## src/rtl/sar_pkg.sv

```systemverilog
package sar_pkg;
  typedef enum logic [1:0] {
    ST_IDLE = 2'd0,
    ST_CONV = 2'd1,
    ST_DONE = 2'd2
  } sar_state_e;
endpackage

```

## src/rtl/sar_seq.sv

```systemverilog
module sar_seq
  import sar_pkg::*;
(
  input  logic clk,
  input  logic rst,
  input  logic start_i,
  input  logic last_i,
  output logic load_o,
  output logic decide_o,
  output logic busy_o,
  output logic done_o
);
  sar_state_e state_q, state_d;

  // a start only counts outside a running conversion
  assign load_o   = start_i && (state_q != ST_CONV);
  assign decide_o = (state_q == ST_CONV);

  always_comb begin
    state_d = state_q;
    unique case (state_q)
      ST_IDLE, ST_DONE: if (start_i) state_d = ST_CONV;
      ST_CONV:          if (last_i)  state_d = ST_DONE;
      default:          state_d = ST_IDLE;
    endcase
  end

  always_ff @(posedge clk) begin
    if (rst) state_q <= ST_IDLE;
    else     state_q <= state_d;
  end

  assign busy_o = (state_q == ST_CONV);
  assign done_o = (state_q == ST_DONE);
endmodule

```

## src/rtl/sar_pointer.sv

```systemverilog
module sar_pointer #(
  parameter int WIDTH = 8
) (
  input  logic             clk,
  input  logic             rst,
  input  logic             load_i,
  input  logic             shift_i,
  output logic [WIDTH-1:0] ptr_o
);
  localparam logic [WIDTH-1:0] TOP_BIT = {1'b1, {(WIDTH-1){1'b0}}};

  logic [WIDTH-1:0] ptr_q;

  always_ff @(posedge clk) begin
    if (rst)          ptr_q <= '0;
    else if (load_i)  ptr_q <= TOP_BIT;
    else if (shift_i) ptr_q <= ptr_q >> 1;
  end

  assign ptr_o = ptr_q;
endmodule

```

## src/rtl/sar_latch.sv

```systemverilog
module sar_latch #(
  parameter int WIDTH = 8
) (
  input  logic             clk,
  input  logic             rst,
  input  logic             load_i,
  input  logic             decide_i,
  input  logic [WIDTH-1:0] ptr_i,
  input  logic             cmp_i,
  output logic [WIDTH-1:0] trial_o,
  output logic [WIDTH-1:0] result_o
);
  localparam logic [WIDTH-1:0] TOP_BIT = {1'b1, {(WIDTH-1){1'b0}}};

  logic [WIDTH-1:0] trial_q, trial_d, result_q;

  // per bit: settle the bit under trial, raise the bit just below it
  for (genvar i = 0; i < WIDTH; i++) begin : g_bit
    logic below_trial;
    if (i == WIDTH-1) begin : g_msb
      assign below_trial = 1'b0;
    end else begin : g_rest
      assign below_trial = ptr_i[i+1];
    end
    assign trial_d[i] = ptr_i[i]    ? cmp_i :
                        below_trial ? 1'b1  : trial_q[i];
  end

  always_ff @(posedge clk) begin
    if (rst)           trial_q <= '0;
    else if (load_i)   trial_q <= TOP_BIT;
    else if (decide_i) trial_q <= trial_d;
  end

  always_ff @(posedge clk) begin
    if (rst)                       result_q <= '0;
    else if (decide_i && ptr_i[0]) result_q <= trial_d;
  end

  assign trial_o  = trial_q;
  assign result_o = result_q;
endmodule

```

## src/rtl/sar_ctrl.sv

```systemverilog
module sar_ctrl #(
  parameter int WIDTH = 8
) (
  input  logic             clk,
  input  logic             rst,
  input  logic             start_i,
  input  logic             cmp_above_i,
  output logic [WIDTH-1:0] dac_code_o,
  output logic [WIDTH-1:0] result_o,
  output logic             busy_o,
  output logic             done_o
);
  logic             load, decide;
  logic [WIDTH-1:0] trial_ptr;

  sar_seq u_seq (
    .clk      (clk),
    .rst      (rst),
    .start_i  (start_i),
    .last_i   (trial_ptr[0]),
    .load_o   (load),
    .decide_o (decide),
    .busy_o   (busy_o),
    .done_o   (done_o)
  );

  sar_pointer #(.WIDTH(WIDTH)) u_ptr (
    .clk     (clk),
    .rst     (rst),
    .load_i  (load),
    .shift_i (decide),
    .ptr_o   (trial_ptr)
  );

  sar_latch #(.WIDTH(WIDTH)) u_latch (
    .clk      (clk),
    .rst      (rst),
    .load_i   (load),
    .decide_i (decide),
    .ptr_i    (trial_ptr),
    .cmp_i    (cmp_above_i),
    .trial_o  (dac_code_o),
    .result_o (result_o)
  );
endmodule

```

## config.mk

```make
export PLATFORM = sky130hd
export DESIGN_NAME = sar_ctrl
export DESIGN_NICKNAME = d
export VERILOG_FILES = /design/src/rtl/sar_pkg.sv /design/src/rtl/sar_seq.sv /design/src/rtl/sar_pointer.sv /design/src/rtl/sar_latch.sv /design/src/rtl/sar_ctrl.sv
export SDC_FILE = /design/constraint.sdc
export NUM_CORES = 1
export LEC_CHECK = 0
export CAP_MARGIN = 30
export CELL_PAD_IN_SITES_DETAIL_PLACEMENT = 1
export CELL_PAD_IN_SITES_GLOBAL_PLACEMENT = 2
export CORE_ASPECT_RATIO = 0.9
export CORE_MARGIN = 4
export CORE_UTILIZATION = 32
export DETAILED_ROUTE_END_ITERATION = 16
export DONT_BUFFER_PORTS = 1
export HOLD_SLACK_MARGIN = 0.06
export PLACE_DENSITY_LB_ADDON = 0.1
export SLEW_MARGIN = 25
export SYNTH_ARGS = -nofsm -noshare
export SYNTH_HDL_FRONTEND = slang
export SYNTH_HIERARCHICAL = 1
export SYNTH_SLANG_ARGS = --single-unit
```

## constraint.sdc

```tcl
create_clock -name clk -period 1.2 [get_ports clk]
set_input_delay 0.18 -clock clk [delete_from_list [all_inputs] [get_ports clk]]
set_output_delay 0.18 -clock clk [all_outputs]
set_load 0.05 [all_outputs]
```

==> out/results.ini <==
[critical_path]
crit_type=flip-flop to output pin
crit_family=flip-flops
cp_slowest_cell=dfxtp_2
cp-start-kind=flip-flop
path_cells=buf_6, nor2b_4, buf_8
critPathMaxFanout=2
critPathBufInv=2
arrival_ns=1.01
cp_data_required_time_ns=1.02
crit_path_max_incr_delay_ns=0.35
cp-end-kind=output pin

[pwr]
clkPwrFrac=0.388
vdd_drop_max_v=0.000874
combPwrFrac=0.138
netSwitchingFraction=0.230
seqPwrFrac=0.474
p_sw_uw=434
p_leak_uw=0.000587
powerDensity_nw_per_um2=1270
total_power_uw=1880
cell_internal_pwr_uw=1450

[logic_synthesis]
syn_nets=129
yosysWarnings=6
synth_cell_types=26
synth_area_um2=1110
ys_seq_area_frac=0.471
synth_seq_cells=26
synthCells=125
syn_area_per_cell_um2=8.85

[finish]
syn2layout_area_growth_pct=34.4
most-common-layout-cells=buf_4, dfxtp_1, nand2b_1, a21oi_1
stdcell_count=194
num-nets-final=157
drive_above_1_share=0.309
diodes=0
multi_input_area_um2=557
fillers=388
regArea_um2=523

[grt]
first_global_vias=1044
grt_usage=0.136
grt_first_pass_wirelength_um=4910
grt.overflow.total=0
grt_max_degree=17
antenna_found_initial=0

[cts]
cts-root-buf=clkbuf_8
cts-buffers-inserted=3
cts_tree=yes
h-tree-depth=1
clk_path_buf_depth=2
clk_latency_ns=0.27
cts.sinks=26
clk_pin_slew_ns=0.09

[placed_design]
gp_congestion=0.696
place.detailed.hpwl_um=2000
dpl.cell_count=184
port-buffer-count=0

[route]
via_count=945
vias_per_cell=4.87
drc=0
route.detailed.wl_per_inst_um=14.6
wl_um=2830
drtIter0Drc=42
antenna_left=0
dr.pass1.iters=4

[timing]
slew_headroom=0.678
final.period_utilization=0.989
setup_viol=0
skew_ns=0.00596
clock.fmax_mhz=843
worst_pin_slew_ns=0.481
hold_viol_final=0
period_minus_slack_ns=1.19
slew_viol_final=0
rsz0062_at_grt=true

[floorplan]
start_util=0.347
io_pins=22
die_y_um=63.8
die-area_um2=4460
row_count=19
die_w_um=70.0
core_um2=3190

[outcome]
status=complete, no violations

[job]
cap_violations=0

[worst_hold_path]
hold_path.class=primary input to flip-flop

[layer usage]
| metal | global-route usage | routed length (um) | up-vias | share of wire |
|---|---|---|---|---|
| met5 | 0 | 0 | - | 0 |
| met4 | 0.0359 | 18 | 0 | 0.0064 |
| met3 | 0.0439 | 159 | 2 | 0.056 |
| met2 | 0.228 | 1370 | 19 | 0.48 |
| met1 | 0.170 | 1290 | 444 | 0.45 |
| li1 | - | - | 480 | - |
[logic make-up after synthesis]
family,count (synthesis),share of synthesized area
AND/OR/NAND/NOR,60,0.284
flip-flops,26,0.471
AO/OA/AOI/OAI,20,0.112
buffers and inverters,11,0.0611
multiplexers,8,0.0724
[power groups by stage]
stage | Clock (uW) | Sequential, uW | Combinational, uW
6_report | 730 | 893 | 260
5_1_grt | 798 | 896 | 281
4_1_cts | 753 | 893 | 210
3_5_place_dp | 0 | 912 | 196
3_3_place_gp | 0 | 911 | 193
2_1_floorplan | 0 | 929 | 150
[repair_timing]
item	4_1_cts	5_1_grt
pin swaps	1	3
gates resized for setup	8	9
setup endpoints to repair	10	12
buffers inserted	0	4
hold endpoints to repair	11	11
[state kept, by name (all words and copies together) (netlist names)]
name,count
u_ptr/ptr_o,8
u_seq/state_q,2
u_latch/trial_o,8
u_latch/result_o,8
[layout make-up]
class	count	area share
Multi-Input combinational cell	88	0.375
Sequential cell	26	0.352
Timing Repair Buffer	31	0.178
Tap cell	42	0.0354
Clock buffer	3	0.0278
Clock inverter	1	0.0202
Inverter	3	0.0126
[path summary, 6_finish.rpt]
kind	slack, ns	cells after the start	to	from
min	0.08	2	u_seq/state_q[0]	rst
max	0.01	3	done_o	u_seq/state_q[0]
max reg2reg	0.02	6	u_latch/trial_o[7]	u_seq/state_q[1]
min reg2reg	0.47	2	u_latch/result_o[3]	u_latch/result_o[3]
[cell usage after synthesis (all sizes together)]
cell type  instances  area [um^2]
o21a               1         7.51
or3b               1         8.76
or3                6         37.5
nor2              12         45.0
o31ai              1         7.51
or2                2         12.5
a21oi             14         70.1
buf                6         46.3
nor2b              1         6.26
a21boi             1         7.51
nand2              9         33.8
a211oi             1         12.5
nand3             12         60.1
mux2i              8         80.1
dfxtp             26          521
nand2b            14         87.6
clkbuf             2         10.0
nor3               1         10.0
and2               2         12.5
a32o               1         10.0
inv                3         11.3
a311oi             1         8.76
[metrics by stage]
| stage | cell area [um^2] | util | setup WS [ns] | hold slack, ns | TNS, ns |
|---|---|---|---|---|---|
| floorplan | 1130 | - | -0.0186 | 0.249 | -0.0310 |
| global placement | 1310 | 0.411 | -0.0973 | 0.248 | -0.407 |
| detailed placement | 1310 | 0.411 | -0.127 | 0.251 | -0.748 |
| CTS | 1410 | 0.441 | 0.00205 | -0.0518 | 0 |
| global route | 1490 | 0.467 | -0.0359 | 0.0728 | -0.0726 |
| finish | 1490 | 0.467 | 0.0133 | 0.0754 | 0 |
No activity file was read; power rests on OpenSTA's default activity.
